**config.mk**
```make
export PLATFORM = sky130hd
export DESIGN_NAME = burst_frame_rx
export DESIGN_NICKNAME = d
export VERILOG_FILES = /design/src/rtl/brx_pkg.sv /design/src/rtl/brx_bit_slicer.sv /design/src/rtl/brx_sf_sync.sv /design/src/rtl/brx_cv_counter.sv /design/src/rtl/burst_frame_rx.sv
export SDC_FILE = /design/constraint.sdc
export NUM_CORES = 1
export LEC_CHECK = 0
export BUFFER_PORTS_ARGS = -buffer_cell sky130_fd_sc_hd__buf_4
export CORE_UTILIZATION = 50
export CTS_CLUSTER_SIZE = 8
export DETAILED_ROUTE_END_ITERATION = 10
export GPL_ROUTABILITY_DRIVEN = 0
export PLACE_DENSITY = 0.8
export SYNTH_ARGS = -nofsm -noshare
export SYNTH_HDL_FRONTEND = slang
export SYNTH_SLANG_ARGS = --single-unit
```
**constraint.sdc**
```tcl
create_clock -name clk -period 5.9 [get_ports clk]
set_clock_uncertainty 0.1 [all_clocks]
set_input_delay 0.295 -clock clk [delete_from_list [all_inputs] [get_ports clk]]
set_output_delay 0.295 -clock clk [all_outputs]
set_load 0.02 [all_outputs]
```
**src/rtl/brx_pkg.sv**
```systemverilog
package brx_pkg;

   typedef enum logic [1:0] {
      SF_HUNT = 2'd0,
      SF_CAND = 2'd1,
      SF_LOCK = 2'd2
   } sf_state_e;

   // frame = framing bit + 4 octets + D field + M bit
   function automatic int frame_bits(input int oct_w, input int dch_w);
      return 2 + 4 * oct_w + dch_w;
   endfunction

endpackage

```
**src/rtl/brx_bit_slicer.sv**
```systemverilog
module brx_bit_slicer
   import brx_pkg::*;
#(
   parameter int B_W = 8,
   parameter int D_W = 4,
   localparam int FL = frame_bits(B_W, D_W),
   localparam int POS_W = $clog2(FL)
) (
   input  logic          clk,
   input  logic          rst_n,
   input  logic          sof_i,
   input  logic          bit_vld_i,
   input  logic          bit_i,
   input  logic          cv_i,
   output logic          frm_done_o,
   output logic [FL-1:0] frm_word_o,
   output logic          cv_m_o,
   output logic          cv_data_o
);

   localparam logic [POS_W-1:0] LAST = POS_W'(FL - 1);

   logic [POS_W-1:0] pos_q;
   logic             open_q;
   logic [FL-2:0]    shr_q;
   logic             take;
   logic [POS_W-1:0] cur_pos;
   logic             at_m;

   assign take    = bit_vld_i & (sof_i | open_q);
   assign cur_pos = sof_i ? '0 : pos_q;
   assign at_m    = take & (cur_pos == LAST);

   always_ff @(posedge clk or negedge rst_n) begin
      if (!rst_n) begin
         pos_q  <= '0;
         open_q <= 1'b0;
         shr_q  <= '0;
      end else if (take) begin
         shr_q <= {shr_q[FL-3:0], bit_i};
         if (at_m) begin
            open_q <= 1'b0;
            pos_q  <= '0;
         end else begin
            open_q <= 1'b1;
            pos_q  <= cur_pos + POS_W'(1);
         end
      end
   end

   assign frm_done_o = at_m;
   assign frm_word_o = {shr_q, bit_i};
   assign cv_m_o     = at_m & cv_i;
   assign cv_data_o  = take & ~at_m & cv_i;


   pos_range_chk: assert property (@(posedge clk) disable iff (!rst_n)
      pos_q <= LAST);


   closed_after_m_chk: assert property (@(posedge clk) disable iff (!rst_n)
      at_m |=> !open_q);

endmodule

```
**src/rtl/brx_sf_sync.sv**
```systemverilog
module brx_sf_sync
   import brx_pkg::*;
#(
   parameter int MISS_LIM = 2,
   localparam int MW = $clog2(MISS_LIM + 1)
) (
   input  logic       clk,
   input  logic       rst_n,
   input  logic       m_done_i,
   input  logic       m_bit_i,
   input  logic       m_cv_i,
   output logic       lock_o,
   output logic       sf_vld_o,
   output logic [1:0] t_o,
   output logic       s_o
);

   sf_state_e   st_q;
   logic [1:0]  ph_q;      // superframe position of the next M bit, 0 = marker
   logic [MW-1:0] miss_q;
   logic        ta_q;
   logic        sh_q;
   logic        sf_vld_q;
   logic [1:0]  t_q;
   logic        s_q;

   always_ff @(posedge clk or negedge rst_n) begin
      if (!rst_n) begin
         st_q     <= SF_HUNT;
         ph_q     <= 2'd0;
         miss_q   <= '0;
         ta_q     <= 1'b0;
         sh_q     <= 1'b0;
         sf_vld_q <= 1'b0;
         t_q      <= 2'b00;
         s_q      <= 1'b0;
      end else begin
         sf_vld_q <= 1'b0;
         if (m_done_i) begin
            unique case (st_q)
               SF_HUNT: begin
                  if (m_cv_i) begin
                     st_q <= SF_CAND;
                     ph_q <= 2'd1;
                  end
               end
               SF_CAND: begin
                  if (ph_q == 2'd0) begin
                     if (m_cv_i) begin
                        st_q   <= SF_LOCK;
                        ph_q   <= 2'd1;
                        miss_q <= '0;
                     end else begin
                        st_q <= SF_HUNT;
                     end
                  end else if (m_cv_i) begin
                     ph_q <= 2'd1;
                  end else begin
                     ph_q <= ph_q + 2'd1;
                  end
               end
               SF_LOCK: begin
                  ph_q <= ph_q + 2'd1;
                  unique case (ph_q)
                     2'd0: begin
                        if (m_cv_i) begin
                           miss_q <= '0;
                        end else if (miss_q == MW'(MISS_LIM - 1)) begin
                           st_q   <= SF_HUNT;
                           miss_q <= '0;
                        end else begin
                           miss_q <= miss_q + MW'(1);
                        end
                     end
                     2'd1: ta_q <= m_bit_i;
                     2'd2: sh_q <= m_bit_i;
                     2'd3: begin
                        t_q      <= {ta_q, m_bit_i};
                        s_q      <= sh_q;
                        sf_vld_q <= 1'b1;
                     end
                     default: ;
                  endcase
               end
               default: st_q <= SF_HUNT;
            endcase
         end
      end
   end

   assign lock_o   = (st_q == SF_LOCK);
   assign sf_vld_o = sf_vld_q;
   assign t_o      = t_q;
   assign s_o      = s_q;


   ts_only_locked_chk: assert property (@(posedge clk) disable iff (!rst_n)
      sf_vld_o |-> lock_o);


   lock_on_marker_chk: assert property (@(posedge clk) disable iff (!rst_n)
      $rose(lock_o) |-> $past(m_done_i && m_cv_i));


   ts_hold_chk: assert property (@(posedge clk) disable iff (!rst_n)
      !sf_vld_o |-> $stable(t_o) && $stable(s_o));

endmodule

```
**src/rtl/brx_cv_counter.sv**
```systemverilog
module brx_cv_counter #(
   parameter int CNT_W    = 8,
   parameter bit SATURATE = 1'b1
) (
   input  logic             clk,
   input  logic             rst_n,
   input  logic             inc_i,
   output logic [CNT_W-1:0] cnt_o
);

   logic [CNT_W-1:0] cnt_q;

   generate
      if (SATURATE) begin : g_sat
         always_ff @(posedge clk or negedge rst_n) begin
            if (!rst_n)                    cnt_q <= '0;
            else if (inc_i && ~&cnt_q)     cnt_q <= cnt_q + CNT_W'(1);
         end


         cnt_monotonic_chk: assert property (@(posedge clk) disable iff (!rst_n)
            cnt_q >= $past(cnt_q));
      end else begin : g_wrap
         always_ff @(posedge clk or negedge rst_n) begin
            if (!rst_n)      cnt_q <= '0;
            else if (inc_i)  cnt_q <= cnt_q + CNT_W'(1);
         end
      end
   endgenerate


   cnt_idle_chk: assert property (@(posedge clk) disable iff (!rst_n)
      !inc_i |=> $stable(cnt_q));

   assign cnt_o = cnt_q;

endmodule

```
**src/rtl/burst_frame_rx.sv**
```systemverilog
module burst_frame_rx
   import brx_pkg::*;
#(
   parameter int B_W      = 8,
   parameter int D_W      = 4,
   parameter int CNT_W    = 8,
   parameter int MISS_LIM = 2,
   parameter bit CNT_SAT  = 1'b1
) (
   input  logic             clk,
   input  logic             rst_n,
   input  logic             sof_i,
   input  logic             bit_vld_i,
   input  logic             bit_i,
   input  logic             cv_i,
   output logic [2*B_W-1:0] b1_o,
   output logic [2*B_W-1:0] b2_o,
   output logic [D_W-1:0]   d_o,
   output logic             m_o,
   output logic             frm_vld_o,
   output logic             frm_err_o,
   output logic             lock_o,
   output logic             sf_vld_o,
   output logic [1:0]       t_o,
   output logic             s_o,
   output logic [CNT_W-1:0] cv_err_cnt_o
);

   localparam int FL     = frame_bits(B_W, D_W);
   localparam int F_IDX  = FL - 1;
   localparam int B1A_HI = FL - 2;
   localparam int B2A_HI = B1A_HI - B_W;
   localparam int D_HI   = B2A_HI - B_W;
   localparam int B1B_HI = D_HI - D_W;
   localparam int B2B_HI = B1B_HI - B_W;

   generate
      if (B_W < 1 || D_W < 1) begin : g_bad_width
         $error("burst_frame_rx: field widths must be positive");
      end
      if (MISS_LIM < 1) begin : g_bad_miss
         $error("burst_frame_rx: MISS_LIM must be at least 1");
      end
      if (CNT_W < 1) begin : g_bad_cnt
         $error("burst_frame_rx: CNT_W must be at least 1");
      end
   endgenerate

   logic          frm_done;
   logic [FL-1:0] frm_word;
   logic          cv_m;
   logic          cv_data;

   brx_bit_slicer #(.B_W(B_W), .D_W(D_W)) slicer_i (
      .clk        (clk),
      .rst_n      (rst_n),
      .sof_i      (sof_i),
      .bit_vld_i  (bit_vld_i),
      .bit_i      (bit_i),
      .cv_i       (cv_i),
      .frm_done_o (frm_done),
      .frm_word_o (frm_word),
      .cv_m_o     (cv_m),
      .cv_data_o  (cv_data)
   );

   brx_sf_sync #(.MISS_LIM(MISS_LIM)) sync_i (
      .clk      (clk),
      .rst_n    (rst_n),
      .m_done_i (frm_done),
      .m_bit_i  (frm_word[0]),
      .m_cv_i   (cv_m),
      .lock_o   (lock_o),
      .sf_vld_o (sf_vld_o),
      .t_o      (t_o),
      .s_o      (s_o)
   );

   brx_cv_counter #(.CNT_W(CNT_W), .SATURATE(CNT_SAT)) errcnt_i (
      .clk   (clk),
      .rst_n (rst_n),
      .inc_i (cv_data),
      .cnt_o (cv_err_cnt_o)
   );

   logic [2*B_W-1:0] b1_q, b2_q;
   logic [D_W-1:0]   d_q;
   logic             m_q, vld_q, ferr_q;

   always_ff @(posedge clk or negedge rst_n) begin
      if (!rst_n) begin
         b1_q   <= '0;
         b2_q   <= '0;
         d_q    <= '0;
         m_q    <= 1'b0;
         vld_q  <= 1'b0;
         ferr_q <= 1'b0;
      end else begin
         vld_q <= 1'b0;
         if (frm_done) begin
            b1_q  <= {frm_word[B1A_HI -: B_W], frm_word[B1B_HI -: B_W]};
            b2_q  <= {frm_word[B2A_HI -: B_W], frm_word[B2B_HI -: B_W]};
            d_q   <= frm_word[D_HI -: D_W];
            m_q   <= frm_word[0];
            vld_q <= frm_word[F_IDX];
            if (!frm_word[F_IDX]) ferr_q <= 1'b1;
         end
      end
   end

   assign b1_o      = b1_q;
   assign b2_o      = b2_q;
   assign d_o       = d_q;
   assign m_o       = m_q;
   assign frm_vld_o = vld_q;
   assign frm_err_o = ferr_q;


   frm_strobe_single_chk: assert property (@(posedge clk) disable iff (!rst_n)
      frm_vld_o |=> !frm_vld_o);


   ferr_sticky_chk: assert property (@(posedge clk) disable iff (!rst_n)
      frm_err_o |=> frm_err_o);


   ferr_no_strobe_chk: assert property (@(posedge clk) disable iff (!rst_n)
      $rose(frm_err_o) |-> !frm_vld_o);

endmodule

```
# [Word level (Yosys, flattened, before mapping)]
# Cells that the tools add are included.
[totals] out_inout_bits=52 regBits=103
[classes] eq_ne=13 mux=24 add_sub_neg=4 n_reduce_logical=14 n_bitwise=8
[op_table] operator="2-bit two-way mux" count=14
[op_table] operator="6-bit two-way mux" count=2
[op_table] operator="2-bit case mux with 3 select lines" count=2
[op_table] operator="3-bit AND reduction" count=3
[op_table] operator="8-bit by 1-bit adder with 8-bit output (second input constant)" count=1
[op_table] operator="8-bit AND reduction" count=1
[op_table] operator="6-bit by 1-bit adder with 6-bit output (second input constant)" count=1
[op_table] operator="2-bit by 1-bit equality test with 1-bit output (second input constant)" count=3
[op_table] operator="2-bit equality test (second input constant)" count=3
[op_table] operator="6-bit equality test (second input constant)" count=1
[op_table] operator="2-bit by 1-bit inequality test with 1-bit output (second input constant)" count=3
[op_table] operator="2-bit inequality test (second input constant)" count=3
[op_table] operator="6-bit AND reduction" count=1
[op_table] operator="1-bit AND" count=5
[op_table] operator="1-bit two-way mux" count=5
[op_table] operator="5-bit AND reduction" count=1
[op_table] operator="2-bit by 1-bit adder with 2-bit output (second input constant)" count=2
[op_table] operator="2-bit zero test" count=2
[op_table] operator="2-bit case mux with 2 select lines" count=1
[op_table] operator="2-bit AND reduction" count=2
[op_table] operator="3-bit nonzero test" count=1
[op_table] operator="1-bit NOT" count=2
[op_table] operator="2-bit nonzero test" count=1
[op_table] operator="1-bit logical AND" count=1
[op_table] operator="2 further kinds" count=2

# [Longest topological paths before layout]
[depth] ltp_word=7 depth_mapped=9

# [Modules after synthesis]
# From an unflattened synthesis, not the netlist that was laid out.
[unflattened] hier_cells=387 hier_area_um2=4434.3
[modules_own_cells] module="brx_bit_slicer" cells_per_inst=207 area_per_inst_um2=1868.0 n_inst=1
[modules_own_cells] module="burst_frame_rx" cells_per_inst=83 area_per_inst_um2=1477.7 n_inst=1
[modules_own_cells] module="brx_sf_sync" cells_per_inst=62 area_per_inst_um2=698.2 n_inst=1
[modules_own_cells] module="brx_cv_counter" cells_per_inst=35 area_per_inst_um2=390.4 n_inst=1

# [Worst setup path before layout]
# Ideal clock, no wire load.
[synth_timing] path_type="input to register" from="input sof_i" to="register sync_i.t_q[0] (netlist: sync_i.t_o[0])" arrival_ns=1.858 path_slack_ns=3.817 cell_stages=7 path_buffers=1 setup_time_ns=0.125 required_ns=5.675 cell_sequence="buf_2 -> nor2b_1 -> ha_1 -> nand4bb_4 -> nor3_4 -> and3_1 -> mux2_2"
[synth_between] elab_chain_cells=4 elab_cells_between_ends=6 cone_classes="1 x eq/ne; 1 x mux; 3 x bitwise; 1 x reduce/logical"
[synth_lines] element="from (decl)" line="burst_frame_rx.sv:12" text="input logic sof_i,"
[synth_lines] element="6-bit two-way mux / 1-bit bitwise OR (equally long branches)" line="brx_bit_slicer.sv:31, brx_bit_slicer.sv:30"
[synth_lines] element="6-bit equality test / 1-bit AND (equally long branches)" line="brx_bit_slicer.sv:32, brx_bit_slicer.sv:30"
[synth_lines] element="1-bit AND *" line="brx_bit_slicer.sv:32" text="assign at_m = take & (cur_pos == LAST);"
[synth_lines] element="3-bit AND reduction (no source line) *"
[synth_lines] element="to (signal assigned)" line="brx_sf_sync.sv:78" text="t_q <= {ta_q, m_bit_i};"
[synth_lines] element="to (decl)" line="brx_sf_sync.sv:24" text="logic [1:0] t_q;"
# Mark *: on every way between the ends. The rest lies on a longest branch, timed or not.
# A chain may end at the register's enable or synchronous reset.

# [Worst setup path after layout]
[layout_timing] from="register slicer_i.pos_q[0]" to="register sync_i.st_q[0]"
[layout_between] elab_chain_cells=6 elab_cells_between_ends=7 cone_classes="3 x eq/ne; 1 x mux; 2 x bitwise; 1 x reduce/logical"
[layout_lines] element="from (decl)" line="brx_bit_slicer.sv:23" text="logic [POS_W-1:0] pos_q;"
[layout_lines] element="from (signal assigned)" line="brx_bit_slicer.sv:46" text="pos_q <= cur_pos + POS_W'(1);"
[layout_lines] element="6-bit two-way mux *" line="brx_bit_slicer.sv:31" text="assign cur_pos = sof_i ? '0 : pos_q;"
[layout_lines] element="6-bit equality test *" line="brx_bit_slicer.sv:32"
[layout_lines] element="1-bit AND *" line="brx_bit_slicer.sv:32"
[layout_lines] element="1-bit AND" line="brx_bit_slicer.sv:53" text="assign cv_m_o = at_m & cv_i;"
[layout_lines] element="2-bit inequality test (no source line)"
[layout_lines] element="6-bit AND reduction (no source line) *"
[layout_lines] element="to (signal assigned)" line="brx_sf_sync.sv:29" text="st_q <= SF_HUNT;"
[layout_lines] element="to (signal assigned)" line="brx_sf_sync.sv:43" text="st_q <= SF_CAND;"
[layout_lines] element="to (signal assigned)" line="brx_sf_sync.sv:50" text="st_q <= SF_LOCK;"
[layout_lines] element="to (decl)" line="brx_sf_sync.sv:18" text="sf_state_e st_q;"
# Marked as above.

==> reports/metrics.cfg <==
[power_and_ir_drop]
internal_power_mw = 1.003
p_sw_mw = 0.4286
p_leak_nw = 2.793
swShare_pct = 29.94
combPwrFrac_pct = 12.2
p_clk_share_pct = 29.4
vdd_drop_max_mv = 0.1412
power_density_nw_per_um2 = 280.8
seqPwrFrac_pct = 58.3
power_mw = 1.431

[timing]
relSlewSlack_pct = 24.27
slew_violations = 0
setup_tns_ns = 0
hold_violations = 0
worst_slew_pin_slew_ns = 1.132
setup_viol = 0
period_share_pct = 45.83
fmax_ghz = 0.3698
layout_min_cycle_time_ns = 2.704
rsz0062_at_grt = no

[final_layout]
final_common_cell = nand2_1
seqCellArea_um2 = 2577
n_fill_cell = 687
final_nets = 533
multi_input_area_um2 = 1714
layout_common_cells = 234 x nand2_1, 103 x dfrtp_1, 60 x buf_4
area_growth_pct = 15.60
layout-drive-gt1-share_pct = 17.85
insertedDiodeCount = 0

[die]
rows = 33
dieArea_um2 = 9201
die_w_um = 95.92
initial_utilization_pct = 52.62
io_pins = 58
die_h_um = 95.92
coreArea_um2 = 8382

[yosys]
yosys.area.top_type = dfrtp_1
synthFlopType = dfrtp_1
async_flop_share_pct = 100.0
postSynthNetCount = 481
synth_edf_count = 0
synth_top_area_share_pct = 58.44
syn_avg_cell_area_um2 = 9.505
synth_area_leaders = dfrtp_1 58%, nand2_1 20%, ha_1 3.1%, mux2_2 2.3%, buf_2 1.0%
synth.distinct_cells = 44
yosys_warnings = 0
yosysSeqAreaShare_pct = 58.44
synth_seq_cells = 103
netlist_instances = 464
syn_area_um2 = 4410

[grt]
grt.total_usage_pct = 20.76
grt_pass1_vias = 3238
grt_pass1_wl_um = 14430
grt_max_degree = 57
overflow = 0
antenna_found_initial = 0

[clock_network]
cts.path.max_buffers = 2
clkTransAtPathRegs_ns = 0.10
ctsHoldBuffers = 1
numCtsBuffers = 9
cts_resized = 0
cts_tree = done
cts_setup_buffers = 0
cts_root_buf = clkbuf_8
htreeDepth = 3
cts.sinks = 103
clock_latency_ns = 0.38

[critical_path]
cp_max_fo = 24
crit_start = slicer_i.pos_q[0]$_DFFE_PN0N_
worstSetupEndpointType = flop
r2r-start = slicer_i.pos_q[0]$_DFFE_PN0N_
critPathKind = reg2reg
critPathLaunchType = flop
worstPathRequired_ns = 6.06
critPathArrivalTime_ns = 2.87

[drt]
wl_per_cell_um = 13.67
ant_nets = 0
dr.pass1.iters = 5
route.detailed.drc = 0
routed_wl_um = 8557
dr.first_iter.drc_count = 177
dr_total_vias = 3279
vias_per_cell = 5.238

[placed_design]
io_buffers = 57
hpwl_um = 5589

[run_status]
status = completed

[hold_path]
hold_path.class = in2reg
hold_start = bit_i

[job]
maxCapViolCount = 0

[flip-flops by register name, indices dropped and copies added (netlist names), 2 cells and up]
register and cells:
sync_i.st_q 2, b1_o 16, sync_i.t_o 2, sync_i.miss_q 2, errcnt_i.cnt_o 8, slicer_i.shr_q 37, slicer_i.pos_q 6, d_o 4
b2_o 16, sync_i.ph_q 2
[final cells by class]
cell class	count	area share, %
flip-flops and latches	103	50.55
inverters	7	0.5153
clock inverters	7	1.276
multi-input cells	334	33.62
repair buffers	61	9.031
well taps	105	2.577
clock buffers	9	2.429
[cell families after synthesis]
| logic type | Yosys count | share of synthesized area, % |
|---|---|---|
| simple gates | 275 | 26.41 |
| flops | 103 | 58.44 |
| compound gates | 33 | 5.560 |
| buf+inv | 27 | 2.979 |
| fa+ha+maj | 11 | 3.121 |
| mux | 9 | 2.298 |
| xor+xnor | 6 | 1.191 |
[Yosys cell counts, types with 2 or more instances]
master      n
nor3_1      3
o21a_1      2
a21o_1      2
buf_6       2
inv_1       7
xor2_1      5
or3_1       3
nor3b_1     4
nand4_1     3
nor2_1      5
buf_2       9
dfrtp_1   103
nand3_1     8
a211oi_1    2
o211ai_1    2
nand2_1   234
and3_1      3
a21oi_1     7
mux2_2      9
nand2b_1    3
clkbuf_1    8
o21ai_0     5
nor2b_1     2
ha_1       11
o31ai_1     3
[routing by layer]
metal	share of wire, %	track usage, %
met4	2.2	10.32
met2	49	35.89
met5	0	0
met1	46	25.18
met3	3.2	3.397
[power by group through the flow]
stage | clock (mW) | sequential (mW) | combinational, mW
2_1_floorplan | 0 | 0.856 | 0.0849
3_3_place_gp | 0 | 0.841 | 0.170
3_5_place_dp | 0 | 0.845 | 0.178
4_1_cts | 0.430 | 0.833 | 0.179
5_1_grt | 0.453 | 0.845 | 0.197
6_report | 0.421 | 0.835 | 0.175
[through the flow]
stage	area, um2	instances	hold slack, ns	worst slack [ns]	utilization (%)
3_3_place_gp	4900	609	0.2302	3.229	58.46
6_report	5099	626	0.06915	3.196	60.83
4_1_cts	5099	626	0.05851	3.182	60.83
3_5_place_dp	4900	609	0.2353	3.133	58.46
5_1_grt	5099	626	0.08118	3.004	60.83
2_1_floorplan	4410	464	-0.1006	3.817	-
[worst max-delay path, cell delays in order (launching register included)]
cell	delay, ns
dfrtp_1	0.38
nor2b_1	0.25
ha_1	0.25
nand4bb_4	0.14
nor3_4	0.70
buf_4	0.39
nand2_1	0.10
mux2_2	0.28
[path summary, 6_finish.rpt]
path	slack, ns	endpoint	depth (start not counted)
setup / recovery	3.20	sync_i.st_q[0]$_DFFE_PN0P_	7
hold / removal	0.07	slicer_i.shr_q[0]$_DFFE_PN0N_	3
setup reg to reg	3.20	sync_i.st_q[0]$_DFFE_PN0P_	7
hold reg to reg	0.39	b1_o[6]$_DFFE_PN0N_	2
max in group asynchronous	4.23	slicer_i.shr_q[14]$_DFFE_PN0N_	3
min in group asynchronous	0.37	slicer_i.shr_q[6]$_DFFE_PN0N_	2
(Power assumes the default switching activity.)
